File: config.mk
export PLATFORM = sky130hd
export DESIGN_NAME = cfg_port_bridge
export DESIGN_NICKNAME = d
export VERILOG_FILES = /design/src/rtl/cfg_port_bridge.sv
export SDC_FILE = /design/constraint.sdc
export NUM_CORES = 1
export LEC_CHECK = 0
export ABC_AREA = 1
export BUFFER_PORTS_ARGS = -buffer_cell sky130_fd_sc_hd__buf_2
export CAP_MARGIN = 20
export CORE_ASPECT_RATIO = 1.1
export CORE_MARGIN = 1
export CORE_UTILIZATION = 36
export DETAILED_ROUTE_END_ITERATION = 16
export GPL_TIMING_DRIVEN = 0
export SKIP_CTS_REPAIR_TIMING = 1
export SYNTH_ARGS = -nofsm -noshare
export SYNTH_HDL_FRONTEND = slang
export SYNTH_SLANG_ARGS = --single-unit
File: constraint.sdc
create_clock -name clk -period 2.16 [get_ports clk]
set_input_delay 0.432 -clock clk [delete_from_list [all_inputs] [get_ports clk]]
set_output_delay 0.432 -clock clk [all_outputs]
set_load 0.1 [all_outputs]
File: src/rtl/cfg_port_bridge.sv
module cfg_port_bridge #(
  parameter int          TIMEOUT   = 16,
  parameter logic [15:0] APORT     = 16'h0CF8,
  parameter logic [15:0] DPORT     = 16'h0CFC
) (
  input  logic        clk,
  input  logic        rst_n,
  input  logic        io_req,
  input  logic        io_we,
  input  logic [15:0] io_addr,
  input  logic [1:0]  io_size,
  input  logic [31:0] io_wdata,
  output logic [31:0] io_rdata,
  output logic        io_ack,
  output logic        bus_frame,
  output logic        bus_irdy,
  output logic [3:0]  bus_cbe,
  output logic [31:0] bus_ad_out,
  output logic        bus_ad_oe,
  input  logic [31:0] bus_ad_in,
  input  logic        bus_devsel,
  input  logic        bus_trdy,
  output logic        cfg_timeout
);
  localparam int TW = $clog2(TIMEOUT + 1);
  localparam logic [3:0] CMD_RD = 4'b1010;
  localparam logic [3:0] CMD_WR = 4'b1011;

  typedef enum logic [1:0] {S_IDLE, S_ADDR, S_DATA, S_DONE} st_t;

  st_t         st;
  logic [31:0] areg_q, rdata_q, wdata_q;
  logic [3:0]  cmd_q, be_q;
  logic        we_q, tflag_q;
  logic [TW-1:0] tcnt;

  logic [3:0] size_mask, be_now;
  logic       hit_a, hit_d;
  logic [31:0] aword;

  assign size_mask = (io_size == 2'd0) ? 4'b0001 : (io_size == 2'd1) ? 4'b0011 : 4'b1111;
  assign be_now    = 4'(size_mask << io_addr[1:0]);
  assign hit_a     = io_addr[15:2] == APORT[15:2];
  assign hit_d     = io_addr[15:2] == DPORT[15:2];
  assign aword     = {8'h00, areg_q[23:11], areg_q[10:8], areg_q[7:2], 2'b00};

  always_ff @(posedge clk or negedge rst_n) begin
    if (!rst_n) begin
      st      <= S_IDLE;
      areg_q  <= '0;
      rdata_q <= '0;
      wdata_q <= '0;
      cmd_q   <= '0;
      be_q    <= '0;
      we_q    <= 1'b0;
      tflag_q <= 1'b0;
      tcnt    <= '0;
    end else begin
      case (st)
        S_IDLE: if (io_req) begin
          if (hit_d && areg_q[31]) begin
            cmd_q   <= io_we ? CMD_WR : CMD_RD;
            be_q    <= be_now;
            we_q    <= io_we;
            wdata_q <= io_wdata;
            st      <= S_ADDR;
          end else begin
            rdata_q <= (hit_a && !io_we) ? areg_q : 32'hFFFF_FFFF;
            if (hit_a && io_we) begin
              for (int i = 0; i < 4; i++)
                if (be_now[i]) areg_q[8*i +: 8] <= io_wdata[8*i +: 8];
              areg_q[1:0] <= 2'b00;
              tflag_q     <= 1'b0;
            end
            st <= S_DONE;
          end
        end
        S_ADDR: begin
          tcnt <= '0;
          st   <= S_DATA;
        end
        S_DATA: begin
          if (bus_devsel && bus_trdy) begin
            rdata_q <= we_q ? 32'hFFFF_FFFF : bus_ad_in;
            st      <= S_DONE;
          end else if (!bus_devsel) begin
            if (tcnt == TW'(TIMEOUT - 1)) begin
              rdata_q <= 32'hFFFF_FFFF;
              tflag_q <= 1'b1;
              st      <= S_DONE;
            end else begin
              tcnt <= tcnt + 1'b1;
            end
          end
        end
        default: st <= S_IDLE;
      endcase
    end
  end

  assign io_ack      = st == S_DONE;
  assign io_rdata    = rdata_q;
  assign bus_frame   = st == S_ADDR;
  assign bus_irdy    = st == S_DATA;
  assign bus_cbe     = (st == S_ADDR) ? cmd_q : (st == S_DATA) ? be_q : 4'b0000;
  assign bus_ad_out  = (st == S_ADDR) ? aword : (st == S_DATA && we_q) ? wdata_q : 32'h0;
  assign bus_ad_oe   = (st == S_ADDR) || (st == S_DATA && we_q);
  assign cfg_timeout = tflag_q;
endmodule

==> impl_metrics.yaml <==
outcome:
  status: "finished with violations"
  violations: "negative setup slack"
drt:
  drt-vias-per-instance: 5.02
  first_iter_violations: 270
  wl_per_cell_um: 16.8
  firstDrtPassIters: 5
  drt_wl_total_um: 16400
  drcViolationCount: 0
  detail-route-antenna-nets: 0
  routed-via-count: 4906
synthesis:
  post_synth_num_cell_types: 31
  synth_warn: 0
  synth_edf_count: 0
  synthFlopType: "sky130_fd_sc_hd__dfrtp_1"
  synth_cells: 596
  ys_top_cells_by_count: "sky130_fd_sc_hd__nand2_1, sky130_fd_sc_hd__dfrtp_1, sky130_fd_sc_hd__inv_1"
  avgSynthCellArea_um2: 8.76
  synth_fp_nets: 690
  synth_sequential_area_ratio_pct: 51.7
  synth_async_sr_flop_share_pct: 100
  post-synth-top-count-cell: "sky130_fd_sc_hd__nand2_1"
  ys_top_cells_by_area: "sky130_fd_sc_hd__dfrtp_1, sky130_fd_sc_hd__nand2_1, sky130_fd_sc_hd__o21ai_0"
  yosysTopAreaCellShare_pct: 51.7
  synth_top_area_cell: "sky130_fd_sc_hd__dfrtp_1"
  ys_ff_latch: 108
  syn-cell-area_mm2: 0.00522
layout:
  layout.filler_cells: 1292
  drive_gt1_share_pct: 38.7
  area_delta_synth_final_pct: 48.8
  final_nets: 878
  antenna-diode-count: 0
  post-route-util_pct: 55.7
global_routing:
  global_route.usage.total_pct: 21.9
  first_pass_grt_wire_length_um: 24700
  grt_max_degree: 72
  antenna_found_initial: 0
  first_global_vias: 4783
  grt_overflow: 0
clock_network:
  clkTransAtPathRegs_ps: 70
  root_buf_cell: "sky130_fd_sc_hd__clkbuf_16"
  cts.sink_count: 108
  ctsHtreeMaxLevel: 3
  cts-buffers-inserted: 9
  cts_buffer_depth: 2
  clk-insertion-delay-late_ps: 350
  tritoncts: "done"
sta:
  report.final.hold_viol_count: 0
  worstMarginPinSlew_ps: 532
  post-route-worst-setup-slack_ps: -289
  worst_slack_on_hold_paths_ps: 53.8
  final-max-slew-violation-count: 0
  post-route-min-period_ps: 2450
  worst_slew_margin_rel_pct: 64.5
  skew_ps: 7.08
  fmax_ghz: 0.408
  final.period_utilization_pct: 113
  finalSetupViolCount: 35
  grt_setup_unrepaired: "yes"
critical_path:
  criticalPathCategory: "flop to primary output"
  critical_path.max_stage_delay_ps: 440
  setup.worst_path.end_class: "primary output"
  critPathBufInv: 6
  cp_data_required_time_ps: 1730
  critical-path-slowest-cell: "sky130_fd_sc_hd__dfrtp_2"
  cp.arrival_ps: 2020
  crit_path_cell_trace: "inv_2 > ha_4 > inv_4 > nor2_4 > buf_8 > clkinvlp_4 > buf_12 > nor2_4 > buf_12"
  critical-path-top-delay-family: "buffers and inverters"
  type_of_origin_of_the_critical_path: "flop"
  worstPathMaxFanout: 7
floorplanning:
  core.rowCount: 45
  die_height_um: 128
  io-pin-count: 161
  die_area_mm2: 0.0150
  initial_core_util_pct: 37.4
  area_of_the_core_mm2: 0.0140
  die_w_um: 117
placement:
  dp_slack_ps: -546
  dp.final_hpwl_um: 11600
  gp_congestion: 0.828
  place.port_buffers: 160
power_and_ir_drop:
  p_leak_nw: 3.92
  report.power.total_mw: 10.7
  pd_cells_mw_per_mm2: 1380
  vdd_ir_drop_max_mv: 1.02
flow_run:
  cap_viol_max_count: 0
min_path:
  min_path_type: "input port to asynchronous set/reset pin"
-- per-layer routing --
| metal | global-route usage (%) | vias to the layer above | share of wire [%] |
|---|---|---|---|
| met4 | 8.34 | 0 | 2.3 |
| met2 | 34.8 | 158 | 48 |
| met1 | 29.5 | 2357 | 43 |
| li1 | - | 2364 | - |
| met5 | 0 | - | 0 |
| met3 | 4.19 | 27 | 6.2 |
-- state kept, by name (all words and copies together) (netlist names) --
name	flops
areg_q	30
be_q	4
cfg_timeout	1
cmd_q	2
io_rdata	32
st	2
tcnt	5
wdata_q	32
-- power by group --
group	switching (mW)	total, mW	internal [mW]
Sequential	0.200	2.62	2.41
Combinational	4.48	6.08	1.60
Clock	0.758	2.01	1.25
Total	5.44	10.7	5.26
-- worst reg2reg max path, stage by stage, from the launching register on --
cell and delay (ps):
sky130_fd_sc_hd__dfrtp_1 400, sky130_fd_sc_hd__buf_4 150, sky130_fd_sc_hd__ha_4 170, sky130_fd_sc_hd__buf_4 130, sky130_fd_sc_hd__buf_4 120, sky130_fd_sc_hd__nand2_2 60
sky130_fd_sc_hd__inv_1 50, sky130_fd_sc_hd__nor2_2 110, sky130_fd_sc_hd__o21ai_2 100, sky130_fd_sc_hd__o21ai_4 90, sky130_fd_sc_hd__nand3_4 220, sky130_fd_sc_hd__buf_6 230
sky130_fd_sc_hd__nand2_1 70, sky130_fd_sc_hd__o21ai_1 70
-- final timing paths --
kind / cells past startpoint / startpoint / to / slack [ps]
worst max-delay path: 9 / st[0] / bus_ad_out[30] / -290
max in group asynchronous: 2 / rst_n / st[0] / 1350
worst min-delay path: 1 / rst_n / io_rdata[19] / 50
min in group clk: 3 / io_wdata[23] / areg_q[23] / 300
worst max register to register: 13 / st[1] / io_rdata[18] / 90
worst min register to register: 2 / wdata_q[31] / wdata_q[31] / 480
-- area by class of cell --
class	count	area, um^2	share of cell area, %
multi-input cells	391	2380	30.7
inverters	63	243	3.12
clock buffers	10	229	2.94
repair buffers	180	1590	20.5
well taps	188	235	3.03
clock inverters	6	136	1.75
flip-flops and latches	108	2700	34.8
plain buffers	31	251	3.23
-- placed cells by master (no fill, tap or decap), types with 13 or more instances in the layout --
master and instances:
sky130_fd_sc_hd__buf_12 37, sky130_fd_sc_hd__dfrtp_1 107, sky130_fd_sc_hd__o22ai_1 32, sky130_fd_sc_hd__o21ai_1 38, sky130_fd_sc_hd__o21ai_0 45, sky130_fd_sc_hd__buf_6 14
sky130_fd_sc_hd__o21ai_2 21, sky130_fd_sc_hd__buf_4 15, sky130_fd_sc_hd__nor2_4 13, sky130_fd_sc_hd__nor2_1 18, sky130_fd_sc_hd__inv_1 58, sky130_fd_sc_hd__nand2_1 155
sky130_fd_sc_hd__buf_2 126
-- cells by family after synthesis --
family,share of synthesized area [%]
adders and majority gates,1.44
AOI/OAI and AO/OA,20.9
DFF,51.7
buffers and inverters,8.22
and+or+nand+nor,17.7
-- per-stage QoR --
stage                     TNS [ps]  std cells  cell area [um^2]
after floorplan              -9200        596              5520
after global placement      -78300        944              6550
after detailed placement    -13730        945              6580
after CTS                   -27830        961              6950
after global routing         -9620        977              7770
final                        -7130        977              7770
No activity file was read; power rests on OpenSTA's default activity.
